<file path="src/rtl/itc_cell_pkg.sv">
package itc_cell_pkg;

   localparam logic [3:0] VIEW_RAW     = 4'd0;
   localparam logic [3:0] VIEW_TAG     = 4'd1;
   localparam logic [3:0] VIEW_Q_WAIT  = 4'd2;
   localparam logic [3:0] VIEW_Q_POLL  = 4'd3;

   localparam int TAG_DEPTH_LSB = 28;
   localparam int TAG_DEPTH_W   = 4;
   localparam int TAG_COUNT_LSB = 18;
   localparam int TAG_COUNT_W   = 10;
   localparam int TAG_QMODE_BIT = 17;
   localparam int TAG_SPARE_BIT = 16;
   localparam int TAG_FULL_BIT  = 1;
   localparam int TAG_EMPTY_BIT = 0;

   typedef enum logic [2:0] {
      OP_IDLE,
      OP_CTL_WR,
      OP_POP,
      OP_PUSH,
      OP_HOLD_RD,
      OP_HOLD_WR
   } tag_op_e;

endpackage

</file>
<file path="src/rtl/itc_cell_store.sv">
module itc_cell_store #(
   parameter int DEPTH  = 8,
   parameter int DATA_W = 64,
   parameter int PTR_W  = 3
) (
   input  logic              clk,
   input  logic              rst_n,
   input  logic              wr_en,
   input  logic [PTR_W-1:0]  wr_slot,
   input  logic [DATA_W-1:0] wr_data,
   input  logic [PTR_W-1:0]  rd_slot,
   output logic [DATA_W-1:0] rd_data
);

   logic [DATA_W-1:0] slot_q [DEPTH];

   for (genvar s = 0; s < DEPTH; s++) begin : g_slot
      always_ff @(posedge clk or negedge rst_n) begin
         if (!rst_n) begin
            slot_q[s] <= '0;
         end else if (wr_en && (wr_slot == PTR_W'(s))) begin
            slot_q[s] <= wr_data;
         end
      end
   end

   assign rd_data = slot_q[rd_slot];

endmodule

</file>
<file path="src/rtl/itc_cell_tag.sv">
module itc_cell_tag
   import itc_cell_pkg::*;
#(
   parameter int DEPTH = 8,
   parameter int PTR_W = 3,
   parameter int CNT_W = 4
) (
   input  logic             clk,
   input  logic             rst_n,
   input  tag_op_e          op,
   input  logic             ctl_spare,
   input  logic             ctl_empty,
   input  logic             ctl_full,
   output logic             flag_spare,
   output logic             flag_empty,
   output logic             flag_full,
   output logic [CNT_W-1:0] count,
   output logic [PTR_W-1:0] head,
   output logic             push_ok,
   output logic             pop_ok
);

   localparam logic [CNT_W-1:0] CNT_FULL = CNT_W'(DEPTH);

   logic             spare_n, empty_n, full_n;
   logic [CNT_W-1:0] cnt_n;
   logic [PTR_W-1:0] head_n;

   assign push_ok = (op == OP_PUSH) && (count < CNT_FULL);
   assign pop_ok  = (op == OP_POP) && (count != '0);

   always_comb begin
      spare_n = flag_spare;
      empty_n = flag_empty;
      full_n  = flag_full;
      cnt_n   = count;
      head_n  = head;
      case (op)
         OP_CTL_WR: begin
            spare_n = ctl_spare;
            empty_n = ctl_empty;
            full_n  = ctl_full;
            if (ctl_empty) cnt_n = '0;
         end
         OP_POP: begin
            full_n = 1'b0;
            if (pop_ok) begin
               head_n = head + 1'b1;
               cnt_n  = count - 1'b1;
            end
            if (cnt_n == '0) empty_n = 1'b1;
         end
         OP_PUSH: begin
            empty_n = 1'b0;
            if (push_ok) cnt_n = count + 1'b1;
            if (cnt_n == CNT_FULL) full_n = 1'b1;
         end
         OP_HOLD_RD: full_n  = 1'b0;
         OP_HOLD_WR: empty_n = 1'b0;
         default: ;
      endcase
   end

   always_ff @(posedge clk or negedge rst_n) begin
      if (!rst_n) begin
         flag_spare <= 1'b0;
         flag_empty <= 1'b1;
         flag_full  <= 1'b0;
         count      <= '0;
         head       <= '0;
      end else begin
         flag_spare <= spare_n;
         flag_empty <= empty_n;
         flag_full  <= full_n;
         count      <= cnt_n;
         head       <= head_n;
      end
   end

endmodule

</file>
<file path="src/rtl/itc_cell_waiter.sv">
module itc_cell_waiter #(
   parameter int ID_W   = 6,
   parameter int MASK_W = 64
) (
   input  logic              clk,
   input  logic              rst_n,
   input  logic              park,
   input  logic [ID_W-1:0]   park_id,
   input  logic              release_all,
   output logic [MASK_W-1:0] parked,
   output logic [MASK_W-1:0] wake_vec
);

   logic [MASK_W-1:0] id_bit;

   always_comb begin
      id_bit = '0;
      id_bit[park_id] = 1'b1;
   end

   always_ff @(posedge clk or negedge rst_n) begin
      if (!rst_n) begin
         parked   <= '0;
         wake_vec <= '0;
      end else begin
         wake_vec <= release_all ? parked : '0;
         if (park) begin
            parked <= parked | id_bit;
         end else if (release_all) begin
            parked <= '0;
         end
      end
   end

endmodule

</file>
<file path="src/rtl/itc_fifo_cell.sv">
module itc_fifo_cell
   import itc_cell_pkg::*;
#(
   parameter int DEPTH  = 8,
   parameter int DATA_W = 64,
   parameter int ID_W   = 6
) (
   input  logic                  clk,
   input  logic                  rst_n,
   input  logic                  req_valid,
   input  logic                  req_write,
   input  logic [3:0]            req_view,
   input  logic [ID_W-1:0]       req_id,
   input  logic [DATA_W-1:0]     req_wdata,
   output logic                  rsp_valid,
   output logic                  rsp_stall,
   output logic [DATA_W-1:0]     rsp_rdata,
   output logic [(1<<ID_W)-1:0]  wake_vec
);

   localparam int PTR_W  = (DEPTH > 1) ? $clog2(DEPTH) : 1;
   localparam int CNT_W  = $clog2(DEPTH + 1);
   localparam int MASK_W = 1 << ID_W;

   if (DEPTH < 2 || (DEPTH & (DEPTH - 1)) != 0) begin : g_bad_depth
      $error("DEPTH must be a power of two of at least 2");
   end
   if (DATA_W < 32) begin : g_bad_width
      $error("DATA_W must hold the 32-bit tag word");
   end
   if (CNT_W > TAG_COUNT_W || PTR_W >= (1 << TAG_DEPTH_W)) begin : g_bad_tag
      $error("DEPTH does not fit the tag fields");
   end

   logic             tag_spare, tag_e, tag_f;
   logic [CNT_W-1:0] tag_cnt;
   logic [PTR_W-1:0] tag_head;
   logic             push_ok, pop_ok;
   tag_op_e          op;

   logic              is_queue, is_wait, hold_rd, hold_wr, served_q;
   logic              raw_wr_ok, st_wr_en;
   logic [PTR_W-1:0]  st_wr_slot;
   logic [DATA_W-1:0] head_data, tag_word, rdata_n;
   logic [MASK_W-1:0] blk_mask;

   assign is_queue = (req_view == VIEW_Q_WAIT) || (req_view == VIEW_Q_POLL);
   assign is_wait  = (req_view == VIEW_Q_WAIT);
   assign hold_rd  = req_valid && is_queue && !req_write && is_wait && tag_e;
   assign hold_wr  = req_valid && is_queue && req_write && is_wait && tag_f;
   assign served_q = req_valid && is_queue && !hold_rd && !hold_wr;
   assign raw_wr_ok = req_valid && req_write && (req_view == VIEW_RAW) &&
                      (tag_cnt != '0);

   always_comb begin
      op = OP_IDLE;
      if (req_valid) begin
         if (hold_rd)                                   op = OP_HOLD_RD;
         else if (hold_wr)                              op = OP_HOLD_WR;
         else if (is_queue)                             op = req_write ? OP_PUSH : OP_POP;
         else if (req_view == VIEW_TAG && req_write)    op = OP_CTL_WR;
      end
   end

   itc_cell_tag #(.DEPTH(DEPTH), .PTR_W(PTR_W), .CNT_W(CNT_W)) u_tag (
      .clk        (clk),
      .rst_n      (rst_n),
      .op         (op),
      .ctl_spare  (req_wdata[TAG_SPARE_BIT]),
      .ctl_empty  (req_wdata[TAG_EMPTY_BIT]),
      .ctl_full   (req_wdata[TAG_FULL_BIT]),
      .flag_spare (tag_spare),
      .flag_empty (tag_e),
      .flag_full  (tag_f),
      .count      (tag_cnt),
      .head       (tag_head),
      .push_ok    (push_ok),
      .pop_ok     (pop_ok)
   );

   // Newest entry sits one slot behind the append slot; index arithmetic wraps.
   assign st_wr_en   = push_ok || raw_wr_ok;
   assign st_wr_slot = tag_head + PTR_W'(tag_cnt) - PTR_W'(raw_wr_ok);

   itc_cell_store #(.DEPTH(DEPTH), .DATA_W(DATA_W), .PTR_W(PTR_W)) u_store (
      .clk     (clk),
      .rst_n   (rst_n),
      .wr_en   (st_wr_en),
      .wr_slot (st_wr_slot),
      .wr_data (req_wdata),
      .rd_slot (tag_head),
      .rd_data (head_data)
   );

   itc_cell_waiter #(.ID_W(ID_W), .MASK_W(MASK_W)) u_wait (
      .clk         (clk),
      .rst_n       (rst_n),
      .park        (hold_rd || hold_wr),
      .park_id     (req_id),
      .release_all (served_q),
      .parked      (blk_mask),
      .wake_vec    (wake_vec)
   );

   always_comb begin
      tag_word = '0;
      tag_word[TAG_DEPTH_LSB +: TAG_DEPTH_W] = TAG_DEPTH_W'(PTR_W);
      tag_word[TAG_COUNT_LSB +: TAG_COUNT_W] = TAG_COUNT_W'(tag_cnt);
      tag_word[TAG_QMODE_BIT] = 1'b1;
      tag_word[TAG_SPARE_BIT] = tag_spare;
      tag_word[TAG_FULL_BIT]  = tag_f;
      tag_word[TAG_EMPTY_BIT] = tag_e;
   end

   always_comb begin
      rdata_n = '0;
      if (!req_write) begin
         case (req_view)
            VIEW_RAW:    rdata_n = head_data;
            VIEW_TAG:    rdata_n = tag_word;
            VIEW_Q_WAIT,
            VIEW_Q_POLL: rdata_n = pop_ok ? head_data : '0;
            default:     rdata_n = '1;
         endcase
      end
   end

   always_ff @(posedge clk or negedge rst_n) begin
      if (!rst_n) begin
         rsp_valid <= 1'b0;
         rsp_stall <= 1'b0;
         rsp_rdata <= '0;
      end else begin
         rsp_valid <= req_valid;
         rsp_stall <= hold_rd || hold_wr;
         rsp_rdata <= req_valid ? rdata_n : '0;
      end
   end

endmodule

</file>
<file path="config.mk">
export PLATFORM = sky130hd
export DESIGN_NAME = itc_fifo_cell
export DESIGN_NICKNAME = d
export VERILOG_FILES = /design/src/rtl/itc_cell_pkg.sv /design/src/rtl/itc_cell_store.sv /design/src/rtl/itc_cell_tag.sv /design/src/rtl/itc_cell_waiter.sv /design/src/rtl/itc_fifo_cell.sv
export SDC_FILE = /design/constraint.sdc
export NUM_CORES = 1
export LEC_CHECK = 0
export BUFFER_PORTS_ARGS = -buffer_cell sky130_fd_sc_hd__buf_2
export CORE_MARGIN = 3
export CORE_UTILIZATION = 55
export CTS_CLUSTER_SIZE = 10
export DETAILED_ROUTE_END_ITERATION = 7
export GPL_TIMING_DRIVEN = 0
export PLACE_DENSITY = 0.77
export SLEW_MARGIN = 20
export SYNTH_ARGS = -nofsm -noshare
export SYNTH_HDL_FRONTEND = slang
export SYNTH_SLANG_ARGS = --single-unit
export TNS_END_PERCENT = 1
</file>
<file path="constraint.sdc">
create_clock -name clk -period 3.85 [get_ports clk]
set_input_delay 1.155 -clock clk [delete_from_list [all_inputs] [get_ports clk]]
set_output_delay 1.155 -clock clk [all_outputs]
set_load 0.01 [all_outputs]
</file>
==> reports/metrics.yaml, run 1 <==
timing:
  finalHoldViolCount: 0
  fin_crit_sh_pct: 98.0
  finalSetupViolCount: 0
  fin_skew_ps: 25.1
  rsz0062_at_grt: "no"
  fmax_mhz: 265
  drv_slew: 0
  slew_headroom_pct: 31.7
  holdWs_ps: 420
  period_needed_ps: 3770
  worstMarginPinSlew_ps: 1020
routing:
  drtIter0Drc: 1206
  antenna_left: 0
  via_per_inst: 5.96
  vias: 17683
  drt-wirelength-per-cell_microns: 23.4
  firstDrtPassIters: 5
  routed_wl_microns: 69400
  drc: 0
layout:
  areaGrowthSynthToFinish_pct: 15.3
  layout-drive-gt1-share_pct: 43.8
  final_cells: 2967
  fill_cells: 3854
  layout.nets: 2333
die:
  core_area_sq_um: 54200
  ioPinCount: 208
  die-width_microns: 241
  dieArea_sq_um: 58100
  num_rows: 85
  initial_core_util_pct: 56.0
  die_y_microns: 241
power:
  vdd_drop_max_v: 0.000398
  clkPwrFrac_pct: 30.4
  p_leak_nw: 16.9
  power_frac_seq_pct: 44.5
  power_density_nw_per_um2: 637
  switching_share_pct: 27.9
  comb_power_share_pct: 25.1
  power.internal_mw: 16.1
  power_switching_mw: 6.23
synth:
  synth.area.top_cells: "dfrtp_1 (59%), mux2_2 (17%), mux4_2 (9.5%)"
  synthFlopType: "dfrtp_1"
  syn_inst: 1934
  synthArstFlopShare_pct: 100
  yosys.cell_count.top_type: "dfrtp_1"
  synth.top_cell.area_share_pct: 58.9
  synth_seq_area_share_pct: 59.0
  synth_cell_types: 57
  synth_common_cells: "dfrtp_1 (715), mux2_2 (450), mux4_2 (128)"
  synth.largest_area_cell: "dfrtp_1"
  post_synth.cell_area_avg_sq_um: 15.7
  syn_area_sq_um: 30400
  syn-num-nets: 2019
  synth_seq_cells: 716
  yosysWarnings: 0
  synth_enable_flop_cells: 0
cts:
  root_buffer: "clkbuf_16"
  ctsHoldBuffers: 0
  clk_latency_ps: 620
  cts_buffer_depth: 3
  cts_tree: "built"
  path_clk_slew_ps: 50
  cts_sinks: 716
  cts-htree-levels: 3
  cts_buffers: 82
run_status:
  status: "complete, no violations"
critical_path:
  start_kind: "input port"
  endpoint_kind: "flip-flop"
  required_ps: 4330
  arrival_ps: 4260
  critical_path_class: "in -> reg"
  path_max_fanout: 10
placement:
  portBuffers: 207
  gp_congestion: 0.832
  place_hpwl_microns: 45100
  dp_cells: 2845
grt:
  grt.total_usage_pct: 24.6
  grt_max_degree: 107
  antenna_found_initial: 10
  globalRouteOverflowTotal: 0
  grt_pass1_vias: 19166
  grt_pass1_wl_microns: 109000
flow_run:
  cap_violations: 0
worst_hold_path:
  hp-class: "in -> async"
==> kinds of logic after synthesis <==
family	count (synthesis)	synth area share (%)
simple gates	211	3.91
compound gates	156	2.82
buf+inv	127	2.85
mux	710	30.8
fa+ha+maj	7	0.313
xor+xnor	7	0.301
flops	716	59.0
==> cell type report <==
type	instances	area, sq um	share of cell area (%)
clock inverter	7	75.1	0.214
timing repair buffer	231	1450	4.15
multi-input combinational	1091	11700	33.3
inverter	8	30.0	0.0857
clock buffer	97	2160	6.17
sequential	716	17900	51.2
tap	696	871	2.49
buffer	118	845	2.41
antenna	3	7.51	0.0214
==> critical path: stages <==
cell and delay, ps:
buf_2 140, and4bb_1 220, buf_6 140, nor3b_1 130
ha_1 280, inv_1 40, ha_2 170, fa_2 570
and2_1 160, o211ai_1 240, nor3_4 250, buf_12 190
buf_6 200, mux2_2 350
==> stage by stage <==
| step | total power, mW | worst slack (ps) | util, % | area, sq um | TNS (ps) |
|---|---|---|---|---|---|
| after floorplan | 14.0 | -173 | - | 30400 | -79030 |
| after global placement | 15.3 | -12260 | 59.6 | 32300 | -9092960 |
| after detailed placement | 15.6 | -905 | 60.0 | 32500 | -418500 |
| after CTS | 22.5 | 103 | 64.5 | 35000 | 0 |
| after global routing | 23.4 | 8.49 | 64.6 | 35000 | 0 |
| final | 22.3 | 78.3 | 64.6 | 35000 | 0 |
==> per-layer routing <==
layer  share of wire, %  GRT usage (%)
met5               0.12              0
met3                5.7           5.28
met1                 43           33.2
met2                 49           40.0
met4                2.9           8.65
==> repair_timing <==
action | CTS | global route
gates resized for setup | 3 | 4
setup buffers | 16 | 0
pin swaps | 8 | 6
setup endpoints to repair | 512 | 370
hold endpoints to repair | 0 | 0
==> power groups by stage <==
stage,logic [mW],clock network [mW],registers (mW)
after floorplan,4.30,0,9.74
after detailed placement,5.57,0,9.99
after global routing,6.08,7.23,10.1
after global placement,5.38,0,9.88
final,5.61,6.78,9.93
after CTS,5.63,6.93,9.90
==> state kept, by name (all words and copies together) (netlist names) <==
signal,flops
rsp_rdata,64
rsp_stall,1
rsp_valid,1
u_store.slot_q,512
u_tag.count,4
u_tag.flag_empty,1
u_tag.flag_full,1
u_tag.flag_spare,1
u_tag.head,3
u_wait.parked,64
u_wait.wake_vec,64
==> layout by cell type (no fill, tap or decap), types with 5 or more instances in the layout <==
cell type	synthesis	final
mux2_2	450	446
nor3_4	8	8
mux2i_1	66	66
and2_1	66	66
nor2_1	14	14
mux4_2	128	128
clkbuf_16	0	84
o22ai_1	10	10
a21oi_1	5	5
nor2b_1	8	8
o21ai_0	119	119
mux2_1	65	65
buf_12	0	7
buf_6	49	50
buf_4	1	11
o211ai_1	6	6
clkbuf_1	38	48
nand2_1	84	84
buf_1	16	15
inv_1	8	8
dfrtp_1	715	714
buf_16	0	7
buf_2	15	220
nand3_1	6	6
==> path summary, 6_finish.rpt <==
| path | to | slack, ps | depth (start not counted) | startpoint |
|---|---|---|---|---|
| setup / recovery | u_store.slot_q[280] | 80 | 14 | req_valid |
| hold / removal | u_wait.parked[46] | 420 | 1 | rst_n |
| setup reg to reg | u_store.slot_q[280] | 180 | 14 | u_tag.count[1] |
| hold reg to reg | u_wait.parked[57] | 480 | 2 | u_wait.parked[57] |
| max in group asynchronous | u_store.slot_q[378] | 2090 | 3 | rst_n |
| min in group clk | u_wait.parked[57] | 480 | 2 | u_wait.parked[57] |
No activity file was read; power rests on OpenSTA's default activity.
==> run 2, diff against run 1 <==
--- a/config.mk
+++ b/config.mk
@@ -5,14 +5,15 @@
 export SDC_FILE = /design/constraint.sdc
 export NUM_CORES = 1
 export LEC_CHECK = 0
+export ABC_AREA = 1
 export BUFFER_PORTS_ARGS = -buffer_cell sky130_fd_sc_hd__buf_2
 export CORE_MARGIN = 3
-export CORE_UTILIZATION = 55
+export CORE_UTILIZATION = 54
 export CTS_CLUSTER_SIZE = 10
 export DETAILED_ROUTE_END_ITERATION = 7
 export GPL_TIMING_DRIVEN = 0
-export PLACE_DENSITY = 0.77
-export SLEW_MARGIN = 20
+export PLACE_DENSITY = 0.76
+export SLEW_MARGIN = 30
 export SYNTH_ARGS = -nofsm -noshare
 export SYNTH_HDL_FRONTEND = slang
 export SYNTH_SLANG_ARGS = --single-unit
==> reports/metrics.yaml, run 2 <==
die:
  die_y_microns: 241  # +0.13%
  core_area_sq_um: 54300  # +0.20%
  dieArea_sq_um: 58200  # +0.27%
  die-width_microns: 241  # +0.13%
  ioPinCount: 208  # unchanged
  num_rows: 85  # unchanged
  initial_core_util_pct: 55.0  # -0.98 points
timing:
  period_needed_ps: 3680  # -95.3 ps
  fin_crit_sh_pct: 95.5  # -2.5 points
  slew_headroom_pct: 31.0  # -0.67 points
  fmax_mhz: 272  # +2.6%
  rsz0062_at_grt: "no"
  setup_slack_ps: 174  # +95.3 ps
  finalHoldViolCount: 0  # unchanged
  finalSetupViolCount: 0  # unchanged
  fin_skew_ps: 27.1  # +2.00 ps
  worstMarginPinSlew_ps: 1030  # +10.0 ps
  drv_slew: 0  # unchanged
placement:
  place_area_sq_um: 32200  # -1.2%
  place_ws_ps: -292  # +613 ps
  portBuffers: 207  # unchanged
  place_hpwl_microns: 61300  # +36%
  gp_congestion: 0.915  # +10%
synth:
  synth.top_cell.area_share_pct: 59.8  # +0.93 points
  synth_enable_flop_cells: 0  # unchanged
  synth_cell_types: 40  # -30%
  post_synth.cell_area_avg_sq_um: 9.25  # -41%
  yosysWarnings: 0  # unchanged
  synthFlopType: "dfrtp_1"
  yosys.cell_count.top_type: "nand2_1"
  synthArstFlopShare_pct: 100  # unchanged
  synth.area.top_cells: "dfrtp_1 (60%), nand2_1 (10%), o21ai_1 (7.9%)"
  syn-num-nets: 3319  # +64%
  synth_common_cells: "nand2_1 (824), dfrtp_1 (715), o21ai_1 (472)"
  synth_seq_area_share_pct: 59.9  # +0.93 points
  syn_inst: 3234  # +67%
  syn_area_sq_um: 29900  # -1.5%
  synth.largest_area_cell: "dfrtp_1"
  synth_seq_cells: 716  # unchanged
critical_path:
  worst_r2r_startpoint: "u_tag.count[0]"
  startpoint: "u_tag.count[0]"
  start_kind: "flip-flop"
  path_max_fanout: 10  # unchanged
  endpoint_kind: "flip-flop"
  arrival_ps: 4230  # -30 ps
  critical_path_class: "reg -> reg"
  required_ps: 4400  # +70 ps
routing:
  antenna_left: 0  # unchanged
  drt-wirelength-per-cell_microns: 21.1  # -9.6%
  vias: 25494  # +44%
  firstDrtPassIters: 6  # +1
  drc: 0  # unchanged
  drtIter0Drc: 2748  # +130%
  routed_wl_microns: 90700  # +31%
  via_per_inst: 5.95  # -0.24%
run_status:
  status: "complete, no violations"
power:
  p_leak_nw: 16.0  # -5.4%
  power_density_nw_per_um2: 718  # +13%
  vdd_drop_max_v: 0.000385  # -3.4%
layout:
  layout.nets: 3620  # +55%
  regMostFlops: "u_store.slot_q"
  layout-drive-gt1-share_pct: 14.5  # -29 points
  largest_reg_flops: 512  # unchanged
  fin_util_pct: 63.3  # -1.3 points
  layout_common_cells: "nand2_1 (824), dfrtp_1 (715), o21ai_1 (473)"
  postLayoutCellArea_sq_um: 34400  # -1.8%
  areaGrowthSynthToFinish_pct: 15.0
  final_common_cell: "nand2_1"
cts:
  cts_tree: "built"
  cts_buffer_depth: 3  # unchanged
  root_buffer: "clkbuf_16"
  cts_resized: 0  # -3
  ctsHoldBuffers: 0  # unchanged
  cts_sinks: 716  # unchanged
  path_clk_slew_ps: 60  # about the same
  clk_latency_ps: 630  # about the same
  cts-htree-levels: 3  # unchanged
  cts_buffers: 82  # unchanged
  post-cts-setup-buffers: 0  # -16
grt:
  grt_pass1_vias: 25122  # +31%
  grt_max_degree: 85  # -21%
  grt.total_usage_pct: 31.5  # +6.9 points
  grt_pass1_wl_microns: 142000  # +30%
  antenna_found_initial: 3  # -7
  globalRouteOverflowTotal: 0  # unchanged
flow_run:
  cap_violations: 0  # unchanged
worst_hold_path:
  hp-class: "in -> async"
-- run 2: cell count changes after synthesis, moves of 65 or more --
| cell | change |
|---|---|
| nand2_1 | +740 |
| o21ai_1 | +471 |
| mux2_2 | -450 |
| a21oi_1 | +297 |
| inv_1 | +151 |
| mux4_2 | -128 |
| a221oi_1 | +114 |
| nor2_1 | +114 |
| buf_2 | +81 |
| and2_1 | -66 |
| mux2i_1 | -66 |
| mux2_1 | -65 |
-- run 2: layout make-up --
cell class | instances | area (sq um)
Fill cell | 4550 | 20000
Sequential cell | 716 | 17900
Multi-Input combinational cell | 2108 | 10200
Clock buffer | 87 | 2080
Timing Repair Buffer | 217 | 1320
Buffer | 245 | 1170
Tap cell | 739 | 925
Inverter | 165 | 619
Clock inverter | 9 | 136
Antenna cell | 2 | 5.00
-- run 2: kinds of logic (layout without fill, tap and decap cells) --
| kind of cell | after synthesis | after routing | synth area share, % |
|---|---|---|---|
| buffers and inverters | 410 | 723 | 5.98 |
| DFF | 716 | 716 | 59.9 |
| xor gates and xnor gates | 9 | 9 | 0.314 |
| and+or+nand+nor | 1053 | 1053 | 14.1 |
| AOI/OAI and AO/OA | 1039 | 1039 | 19.4 |
| other | 0 | 2 | 0 |
| adders and majority gates | 7 | 7 | 0.318 |
-- run 2: stage by stage --
stage          hold WS (ps)  cells   TNS, ps  total power, mW
6_report                456   4288         0             24.7
5_1_grt                 488   4286         0             26.0
4_1_cts                 462   4286         0             24.5
3_5_place_dp            472   4190    -78470             17.7
3_3_place_gp            466   4180  -9361160             17.5
2_1_floorplan           448   3234         0             15.2
-- run 2: worst paths after layout --
kind / end / slack [ps] / depth (start not counted)
max in group asynchronous: u_store.slot_q[170] / 1940 / 4
hold reg to reg: u_store.slot_q[482] / 490 / 2
hold / removal: u_store.slot_q[331] / 460 / 1
setup reg to reg: u_store.slot_q[148] / 170 / 18
min in group clk: u_store.slot_q[482] / 490 / 2
setup / recovery: u_store.slot_q[148] / 170 / 18
-- run 2: worst max-delay path, stage by stage (launching register included) --
cell and delay (ps):
dfrtp_1 440, inv_1 160, ha_1 250, inv_1 50
nor2_1 30, nand2_1 90, inv_1 80, nor4_2 270
ha_1 180, inv_1 40, ha_1 180, fa_1 410
xor2_2 300, inv_2 90, nand4_1 120, buf_4 260
buf_2 350, nand2_1 140, o21ai_1 120
-- run 2: report_power, final --
group / switching, mW / internal, mW
logic: 4.85 / 2.57
registers: 1.04 / 9.42
clock network: 2.97 / 3.83
total: 8.86 / 15.8
-- run 2: per-layer routing --
metal / GRT usage (%) / wire length (microns) / up-vias
met1: 41.8 / 36100 / 12371
li1: - / - / 11464
met4: 14.1 / 4060 / 6
met5: 0 / 41 / -
met2: 49.8 / 41800 / 1390
met3: 7.29 / 8760 / 263
==> run 3, diff against run 2 <==
--- a/config.mk
+++ b/config.mk
@@ -5,14 +5,13 @@
 export SDC_FILE = /design/constraint.sdc
 export NUM_CORES = 1
 export LEC_CHECK = 0
-export ABC_AREA = 1
 export BUFFER_PORTS_ARGS = -buffer_cell sky130_fd_sc_hd__buf_2
 export CORE_MARGIN = 3
-export CORE_UTILIZATION = 54
+export CORE_UTILIZATION = 55
 export CTS_CLUSTER_SIZE = 10
 export DETAILED_ROUTE_END_ITERATION = 7
 export GPL_TIMING_DRIVEN = 0
-export PLACE_DENSITY = 0.76
+export PLACE_DENSITY = 0.77
 export SLEW_MARGIN = 30
 export SYNTH_ARGS = -nofsm -noshare
 export SYNTH_HDL_FRONTEND = slang
==> reports/metrics.yaml, run 3 (synthesis results as in run 1) <==
routing:
  drt-met1-wl_microns: 29800  # -17%
  drt-wirelength-per-cell_microns: 23.3  # +10%
  drc: 0  # unchanged
  routed.top_layer: "met5"
  via_per_inst: 5.96  # +0.22%
  vias: 17727  # -30%
  wl_met2_microns: 34300  # -18%
  wl_met3_microns: 3800  # -57%
  drtIter0Drc: 1356  # -51%
  firstDrtPassIters: 7  # +1
  antenna_left: 0  # unchanged
  routed_wl_microns: 69400  # -23%
critical_path:
  rr_worst_depth: 14  # -4
  start_kind: "input port"
  critical_path.endpoint: "u_store.slot_q[317]"
  startpoint: "req_valid"
  required_ps: 4340  # -60 ps
  timing.rr.end: "u_store.slot_q[317]"
  endpoint_kind: "flip-flop"
  path_max_fanout: 10  # unchanged
  critical_path_class: "in -> reg"
  worst_r2r_startpoint: "u_tag.count[0]"
  r2r_slack_ps: 160  # about the same
  arrival_ps: 4260  # +30 ps
power:
  finalPower_mw: 22.4  # -9.1%
  switching_share_pct: 28.0  # -7.9 points
  clkPwrFrac_pct: 30.7  # +3.1 points
  power_density_nw_per_um2: 638  # -11%
  power.internal_mw: 16.1  # +2.0%
  power_switching_mw: 6.28  # -29%
  vdd_drop_max_v: 0.000364  # -5.4%
  power_frac_seq_pct: 44.3  # +1.9 points
  comb_power_share_pct: 25.0  # -5.1 points
  p_leak_nw: 17.0  # +6.0%
grt:
  globalRouteOverflowTotal: 0  # unchanged
  grt_pass1_vias: 18932  # -25%
  grt.total_usage_pct: 24.5  # -7.0 points
  antenna_found_initial: 8  # +5
  grt_pass1_wl_microns: 109000  # -23%
  grt_max_degree: 96  # +13%
placement:
  place_hpwl_microns: 45000  # -27%
  gp_congestion: 0.832  # -9.1%
  portBuffers: 207  # unchanged
cts:
  cts_buffers: 82  # unchanged
  root_buffer: "clkbuf_16"
  clk_latency_ps: 630  # about the same
  cts_tree: "built"
  cts_sinks: 716  # unchanged
  ctsHoldBuffers: 0  # unchanged
  cts_buffer_depth: 3  # unchanged
  cts-htree-levels: 3  # unchanged
  path_clk_slew_ps: 50  # about the same
flow_run:
  cap_violations: 0  # unchanged
die:
  dieArea_sq_um: 58100  # -0.27%
  die-width_microns: 241  # -0.13%
  core_area_sq_um: 54200  # -0.20%
  ioPinCount: 208  # unchanged
  num_rows: 85  # unchanged
  initial_core_util_pct: 56.0  # +0.98 points
  die_y_microns: 241  # -0.13%
layout:
  fill_cells: 3816  # -16%
  multi_input_area_sq_um: 11700  # +14%
  regMostFlops: "u_store.slot_q"
  seqCellArea_sq_um: 17900  # about the same
  final_common_cell: "dfrtp_1"
  layout.nets: 2335  # -35%
  layout-drive-gt1-share_pct: 43.9  # +29 points
  layout_common_cells: "dfrtp_1 (714), mux2_2 (446), buf_2 (220)"
  largest_reg_flops: 512  # unchanged
  areaGrowthSynthToFinish_pct: 15.7
timing:
  fin_crit_sh_pct: 97.9  # +2.4 points
  period_needed_ps: 3770  # +93.5 ps
  rsz0062_at_grt: "no"
  slew_headroom_pct: 36.6  # +5.5 points
  fin_tns_setup_ps: 0  # unchanged
  finalHoldViolCount: 0  # unchanged
  finalSetupViolCount: 0  # unchanged
  fmax_mhz: 265  # -2.5%
  worstMarginPinSlew_ps: 952  # -82.9 ps
  drv_slew: 0  # unchanged
  fin_skew_ps: 28.6  # +1.51 ps
worst_hold_path:
  hp-class: "in -> async"
run_status:
  status: "complete, no violations"
[run 3: changes by cell type in the layout (fill, tap and decap cells not counted), sizes merged, moves of 66 or more]
cell	before	now
mux2	0	515
inv	167	10
nand2	825	84
o21ai	534	120
mux2i	0	67
and2	0	66
nor2	132	14
a21oi	303	5
a221oi	114	0
mux4	0	128
[run 3: final cells by class]
class / instances / share of cell area (%)
timing repair buffer: 233 / 4.24
sequential: 716 / 51.0
clock inverter: 6 / 0.345
antenna: 5 / 0.0356
inverter: 8 / 0.0855
tap: 696 / 2.48
multi-input combinational: 1091 / 33.2
clock buffer: 102 / 6.23
buffer: 118 / 2.41
[run 3: routing by layer]
layer  global-route usage, %  vias up
li1                        -     7652
met1                    33.4     9479
met2                    40.4      486
met3                    4.81      100
met4                    7.42       10
met5                       0        -
[run 3: worst max-delay path: stages]
cell      delay [ps]
buf_2            140
and4bb_1         220
buf_6            140
nor3b_1          130
ha_1             280
inv_1             40
ha_2             170
fa_2             570
and2_1           140
o211ai_1         240
nor3_4           300
buf_12           180
buf_6            190
mux2_2           350
[run 3: worst min-delay path by stage]
| stage | to | slack [ps] |
|---|---|---|
| 2_1_floorplan | u_wait.parked[0] | 440 |
| 3_3_place_gp | u_wait.parked[57] | 460 |
| 3_5_place_dp | u_wait.parked[43] | 460 |
| 4_1_cts | u_wait.wake_vec[17] | 360 |
| 5_1_grt | u_wait.wake_vec[48] | 380 |
| 6_report | u_wait.wake_vec[17] | 390 |
[run 3: repair_timing]
action	in CTS	in global routing
pin swaps	8	3
gates resized for setup	3	5
setup endpoints to repair	512	445
setup buffers	17	0
[run 3: power by group through the flow]
stage                     clock network, mW  registers [mW]  logic [mW]
final                                  6.89            9.93        5.60
after global routing                   7.35            10.1        6.06
after CTS                              7.04            9.90        5.63
after detailed placement                  0            10.0        5.57
after global placement                    0            9.88        5.38
after floorplan                           0            9.74        4.30
[run 3: per-stage QoR]
stage                     hold slack [ps]  setup WS, ps  std cells  util, %  area, sq um
final                                 385          80.1       2975     64.8        35100
after global placement                455        -12260       2837     59.6        32300
after CTS                             359          93.0       2970     64.7        35100
after floorplan                       442          -173       1934        -        30400
after detailed placement              464          -897       2846     60.1        32600
after global routing                  383          16.6       2972     64.8        35100
